--- src/rtl/rsd_pkg.sv ---
package rsd_pkg;
  localparam int BIT_POR     = 0;
  localparam int BIT_ILLEGAL = 1;
  localparam int BIT_LOWVOLT = 2;
  localparam int NUM_SRC     = 3;

  typedef struct packed {
    logic setIllegal;
    logic setLowVolt;
    logic clrStatus;
  } rsdStrobe_t;
endpackage

--- src/rtl/rsd_ctrl.sv ---
module rsd_ctrl
  import rsd_pkg::*;
(
  input  logic       clk,
  input  logic       porIn,
  input  logic       addrUnmapped,
  input  logic       opcodeFetch,
  input  logic       lvdTrip,
  input  logic       cfgLvdPowerDown,
  input  logic       cfgLvdResetOff,
  input  logic       statusRd,
  output rsdStrobe_t strobe,
  output logic       chipRstReq
);
  logic illegalEv;
  logic lowVoltEv;
  logic lvdAllowed;

  // Qualify the unmapped flag with the fetch type: data reads never reset.
  assign illegalEv  = opcodeFetch & addrUnmapped;
  assign lvdAllowed = ~cfgLvdPowerDown & ~cfgLvdResetOff;
  assign lowVoltEv  = lvdTrip & lvdAllowed;

  always_comb begin
    strobe.setIllegal = illegalEv;
    strobe.setLowVolt = lowVoltEv;
    strobe.clrStatus  = statusRd;
  end

  always_ff @(posedge clk or posedge porIn) begin
    if (porIn) chipRstReq <= 1'b0;
    else       chipRstReq <= illegalEv | lowVoltEv;
  end

  AST_DATA_FETCH_QUIET: assert property (@(posedge clk) disable iff (porIn)
    (addrUnmapped && !opcodeFetch && !(lvdTrip && !cfgLvdPowerDown && !cfgLvdResetOff))
      |=> !chipRstReq);
  AST_LVD_GATED: assert property (@(posedge clk) disable iff (porIn)
    (!(opcodeFetch && addrUnmapped) && (cfgLvdPowerDown || cfgLvdResetOff))
      |=> !chipRstReq);
  AST_REQ_PULSE: assert property (@(posedge clk) disable iff (porIn)
    (!(opcodeFetch && addrUnmapped) && !lvdTrip) |=> !chipRstReq);
endmodule

--- src/rtl/rsd_dpath.sv ---
module rsd_dpath
  import rsd_pkg::*;
#(
  parameter int STAT_W = 8
) (
  input  logic              clk,
  input  logic              porIn,
  input  rsdStrobe_t        strobe,
  input  logic              releaseDone,
  output logic [STAT_W-1:0] statusOut,
  output logic              pinDriveLow
);
  localparam int SPARE_W = STAT_W - NUM_SRC;

  logic anySet;
  assign anySet = strobe.setIllegal | strobe.setLowVolt;

  for (genvar i = 0; i < STAT_W; i++) begin : g_stat
    if (i == BIT_POR) begin : g_por
      always_ff @(posedge clk or posedge porIn) begin
        if (porIn)                 statusOut[i] <= 1'b1;
        else if (strobe.clrStatus) statusOut[i] <= 1'b0;
      end
    end else if (i == BIT_ILLEGAL || i == BIT_LOWVOLT) begin : g_src
      logic setHere;
      assign setHere = (i == BIT_ILLEGAL) ? strobe.setIllegal : strobe.setLowVolt;
      always_ff @(posedge clk or posedge porIn) begin
        if (porIn)                 statusOut[i] <= 1'b0;
        else if (setHere)          statusOut[i] <= 1'b1;
        else if (strobe.clrStatus) statusOut[i] <= 1'b0;
      end
    end else begin : g_spare
      assign statusOut[i] = 1'b0;
    end
  end

  always_ff @(posedge clk or posedge porIn) begin
    if (porIn)            pinDriveLow <= 1'b1;
    else if (anySet)      pinDriveLow <= 1'b1;
    else if (releaseDone) pinDriveLow <= 1'b0;
  end

  AST_PIN_HOLD: assert property (@(posedge clk) disable iff (porIn)
    (pinDriveLow && !releaseDone) |=> pinDriveLow);
  AST_READ_CLEARS: assert property (@(posedge clk) disable iff (porIn)
    (strobe.clrStatus && !anySet) |=> (statusOut == '0));
  AST_STICKY: assert property (@(posedge clk) disable iff (porIn)
    (!strobe.clrStatus) |=> ((statusOut & $past(statusOut)) == $past(statusOut)));
  if (SPARE_W > 0) begin : g_spare_chk
    AST_SPARE_ZERO: assert property (@(posedge clk) disable iff (porIn)
      statusOut[STAT_W-1:NUM_SRC] == '0);
  end
endmodule

--- src/rtl/reset_source_detect.sv ---
module reset_source_detect
  import rsd_pkg::*;
#(
  parameter int STAT_W = 8
) (
  input  logic              clk,
  input  logic              porIn,
  input  logic              addrUnmapped,
  input  logic              opcodeFetch,
  input  logic              lvdTrip,
  input  logic              cfgLvdPowerDown,
  input  logic              cfgLvdResetOff,
  input  logic              statusRd,
  input  logic              releaseDone,
  output logic [STAT_W-1:0] statusOut,
  output logic              chipRstReq,
  output logic              pinDriveLow
);
  rsdStrobe_t strobe;

  rsd_ctrl u_ctrl (
    .clk(clk), .porIn(porIn), .addrUnmapped(addrUnmapped),
    .opcodeFetch(opcodeFetch), .lvdTrip(lvdTrip),
    .cfgLvdPowerDown(cfgLvdPowerDown), .cfgLvdResetOff(cfgLvdResetOff),
    .statusRd(statusRd), .strobe(strobe), .chipRstReq(chipRstReq)
  );

  rsd_dpath #(.STAT_W(STAT_W)) u_dpath (
    .clk(clk), .porIn(porIn), .strobe(strobe), .releaseDone(releaseDone),
    .statusOut(statusOut), .pinDriveLow(pinDriveLow)
  );

  AST_ILLEGAL_FETCH: assert property (@(posedge clk) disable iff (porIn)
    (opcodeFetch && addrUnmapped) |=> (chipRstReq && statusOut[BIT_ILLEGAL]));
  AST_PIN_WITH_REQ: assert property (@(posedge clk) disable iff (porIn)
    chipRstReq |-> pinDriveLow);
  AST_LVD_ALLOWED: assert property (@(posedge clk) disable iff (porIn)
    (lvdTrip && !cfgLvdPowerDown && !cfgLvdResetOff)
      |=> (chipRstReq && statusOut[BIT_LOWVOLT]));
endmodule

--- config.mk ---
export PLATFORM = sky130hd
export DESIGN_NAME = reset_source_detect
export DESIGN_NICKNAME = d
export VERILOG_FILES = /design/src/rtl/rsd_pkg.sv /design/src/rtl/rsd_ctrl.sv /design/src/rtl/rsd_dpath.sv /design/src/rtl/reset_source_detect.sv
export SDC_FILE = /design/constraint.sdc
export NUM_CORES = 1
export LEC_CHECK = 0
export BUFFER_PORTS_ARGS = -buffer_cell sky130_fd_sc_hd__buf_2
export CAP_MARGIN = 20
export CORE_AREA = 3 3 40 42
export CTS_BUF_LIST = sky130_fd_sc_hd__clkbuf_8 sky130_fd_sc_hd__clkbuf_16
export DETAILED_ROUTE_END_ITERATION = 10
export DIE_AREA = 0 0 43 45
export GPL_TIMING_DRIVEN = 0
export SYNTH_ARGS = -nofsm -noshare
export SYNTH_HDL_FRONTEND = slang
export SYNTH_SLANG_ARGS = --single-unit
--- constraint.sdc ---
create_clock -name clk -period 1.3 [get_ports clk]
set_input_delay 0.13 -clock clk [delete_from_list [all_inputs] [get_ports clk]]
set_output_delay 0.13 -clock clk [all_outputs]
set_load 0.01 [all_outputs]
Word level (Yosys, flattened, before mapping):

Cells that the tools add are included.

* register bits after elaboration: 5
* bits in latches: 0
* bits in writable memories: 0
* memory bits (read-only): 0
* input port bits: 9
* logic and storage cells: 19
* memories kept: 0

* add/subtract/negate cells: 0
* multiply operators: 0
* div/mod/pow operators: 0
* magnitude comparators: 0
* equal/unequal tests: 0
* shift-type cells: 0
* mux-type cells: 5
* bitwise gates (word level): 6
* reductions and logical operators: 3

Operators with widths (number)
* nonzero test 2 bit: 3
* two-way mux 1 bit: 5
* AND 1 bit: 3
* inverter 1 bit: 2
* OR 1 bit: 1

Longest topological paths before layout:

* word-level depth: 5
* gate-level depth with buffers: 2

Hierarchy:

Synthesis repeated with hierarchy kept, for this count alone.

* cells, all modules: 26
* area, all modules: 264.0 sq um

By module, submodules not included
* rsd_dpath: instances 1, cells each 18, area each 185.2 sq um, seq. area each 102.6 sq um
* rsd_ctrl: instances 1, cells each 8, area each 78.8 sq um, seq. area each 25.0 sq um

Worst setup path before layout:

Ideal clock, no wire load.

* kind: flip-flop to flip-flop
* from: reg u_dpath.pinDriveLow (netlist name)
* to: reg u_dpath.pinDriveLow
* arrival time: 0.654 ns
* setup slack: 0.582 ns
* stages on the path, launching flop included: 3
* buffers on the path: 0
* cells stage by stage: dfstp_2 nand2b_1 nand3_1

RTL lines
* end signal, assigned: line rsd_dpath.sv:38 `if (porIn) pinDriveLow <= 1'b1;`
* end signal, assigned: line rsd_dpath.sv:39 `else if (anySet) pinDriveLow <= 1'b1;`
* end signal, assigned: line rsd_dpath.sv:40 `else if (releaseDone) pinDriveLow <= 1'b0;`
* end, declared: line rsd_dpath.sv:11 `output logic pinDriveLow`

Worst setup path in the final report:

* from: reg u_dpath.pinDriveLow
* to: out pinDriveLow

RTL lines
* end, declared: line reset_source_detect.sv:17 `output logic pinDriveLow`

No word-level cell between the ends.

==> results_dict.tcl <==
set metrics [dict create \
    clk_pin_slew_worst_paths_ns 0.03 \
    globalplace.congestion 0.612 \
    cp.required_ns 1.17 \
    synth_top_cell_by_area "dfrtp_1" \
    max_cap_viol_count 0 \
    ys_seq_elements 5 \
    n_antenna_cell 0 \
    tns_ns 0 \
    fin_skew_ns 0 \
    synth_cell_types 11 \
    grt_pass1_vias 183 \
    cts_made_buffers 3 \
    setup-violations-final 0 \
    cts_max_level 1 \
    final_util_pct 29.4 \
    period_share_pct 75.8 \
    use_met3_pct 3.59 \
    worstReg2RegEnd "u_dpath.statusOut[0]" \
    drc_errors 0 \
    final_common_cell "buf_2" \
    layout_min_cycle_time_ns 0.986 \
    crit_path_start_kind "flip-flop" \
    final_cell_mix "buf_2, buf_4, conb_1" \
    regArea_um2 128 \
    num_vias 194 \
    hold_path_depth 2 \
    fmax_mhz 1010 \
    ctsResizeCount 0 \
    insertion_delay_ns 0.22 \
    die_x_um 43 \
    nNetsFinal 54 \
    drt_first_pass_iters 1 \
    layout-drive-gt1-share_pct 52.3 \
    grt_overflow 0 \
    grt_pass1_wl_um 745 \
    drv_slew 0 \
    r2r_slack_ns 0.59 \
    post_cts_buffers 0 \
    syn-instance-count 22 \
    hold_start "statusRd" \
    antenna_found_initial 0 \
    grtUsageTotal_pct 5.86 \
    start_util_pct 17.4 \
    synth.area.top_cells "dfrtp_1, dfstp_2, buf_4, inv_1, o21ai_0" \
    multi_input_area_um2 62.6 \
    path_cells "buf_2" \
    rsz0062_at_grt "false" \
    grt_max_degree 6 \
    met2_usage_pct 8.38 \
    hold_path_class "input pin to flip-flop" \
    leakage_uw 0.000221 \
    timing.rr.start "u_dpath.statusOut[0]" \
    die_h_um 45 \
    drt_wl_total_um 471 \
    power_density_nw_per_um2 1350 \
    area_delta_synth_final_pct 68.7 \
    ant_nets 0 \
    ctsHoldBuffers 1 \
    clockBufferDepth 2 \
    slowest_delay_ns 0.52 \
    critical_path_arrival_ns 0.86 \
    netlist_area_um2 224 \
    routedWlPerCell_um 7.98 \
    ys_warn_count 0 \
    use_met1_pct 5.87 \
    end_kind "output pin" \
    yosysSeqAreaShare_pct 57.0 \
    syn_area_per_cell_um2 10.2 \
    vias_per_cell 3.29 \
    whs_endpoint "u_dpath.statusOut[0]" \
    cts_tree "built" \
    max-vdd-ir-drop_mv 0.309 \
    path_class "flip-flop to output pin" \
    cts_root_buf "clkbuf_8" \
    busiest_layer "met2" \
    critPathBufInv 1 \
    hold_viol 0 \
    crit_family "flip-flops" \
    fp.dieArea_um2 1940 \
    clock-sinks 5 \
    worstPathMaxFanout 2 \
    io_pins 19 \
    rows 13 \
    core_um2 1280 \
    io_buffers 13 \
    drt-initial-drc-count 0 \
    fill_cells 143 \
    outcome "complete, no violations" \
    synth_top_area_share_pct 33.5 \
    rr_worst_depth 1 \
    slowest_stage "dfstp_2" \
]
[power breakdown]
part / internal [µW] / total [µW] / switching (µW)
registers: 170 / 174 / 4.39
logic: 32.6 / 63.0 / 30.4
clock network: 202 / 272 / 70.5
total: 404 / 510 / 105
[metal layers]
metal	part of all wire (%)	vias to the layer above
li1	-	100
met1	31	83
met2	52	11
met3	16	0
met4	0	0
met5	0	-
[state kept, by name, indices dropped and copies added (netlist names)]
name,flops
u_dpath.statusOut,3
u_dpath.pinDriveLow,1
u_ctrl.chipRstReq,1
[cells in the mapped netlist]
| library cell | number |
|---|---|
| or3b_1 | 1 |
| buf_4 | 5 |
| nand3_1 | 1 |
| nand2_1 | 2 |
| dfrtp_1 | 3 |
| inv_1 | 3 |
| nor2b_1 | 1 |
| nand2b_1 | 1 |
| conb_1 | 1 |
| o21ai_0 | 2 |
| dfstp_2 | 2 |
[how the worst max path moves through the flow]
stage | startpoint | to | slack, ns | cells after the start
floorplan | u_dpath.pinDriveLow | u_dpath.pinDriveLow | 0.58 | 2
global placement | cfgLvdResetOff | u_dpath.statusOut[2] | 0.49 | 3
detailed placement | cfgLvdResetOff | u_dpath.statusOut[2] | 0.47 | 3
CTS | u_dpath.statusOut[0] | statusOut[0] | 0.30 | 1
global route | u_dpath.statusOut[0] | statusOut[0] | 0.29 | 1
finish | u_dpath.pinDriveLow | pinDriveLow | 0.31 | 1
[cell type report]
cell class	count	area share [%]
Sequential cell	5	33.8
Timing Repair Buffer	14	19.9
Multi-Input combinational cell	13	16.6
Clock buffer	3	10.9
Buffer	5	9.93
Tap cell	15	4.97
Inverter	3	2.98
Clock inverter	1	0.993
[cells by family after synthesis]
group                  after synthesis  share of synthesized area, %
buffers and inverters                8                          21.8
AND/OR/NAND/NOR                      6                          15.1
flip-flops                           5                          57.0
AO/OA/AOI/OAI                        2                          4.47
other                                1                          1.67
[through the flow]
stage / instance area [µm²] / setup slack [ns] / instances / hold WS, ns / power, µW
finish: 378 / 0.314 / 59 / 0.0623 / 510
global route: 378 / 0.287 / 59 / 0.0732 / 536
CTS: 378 / 0.302 / 59 / 0.0543 / 518
detailed placement: 323 / 0.469 / 54 / 0.0303 / 237
global placement: 323 / 0.486 / 54 / 0.0294 / 236
floorplan: 239 / 0.582 / 26 / -0.0929 / 212
Power figures use the tool's default switching activity.
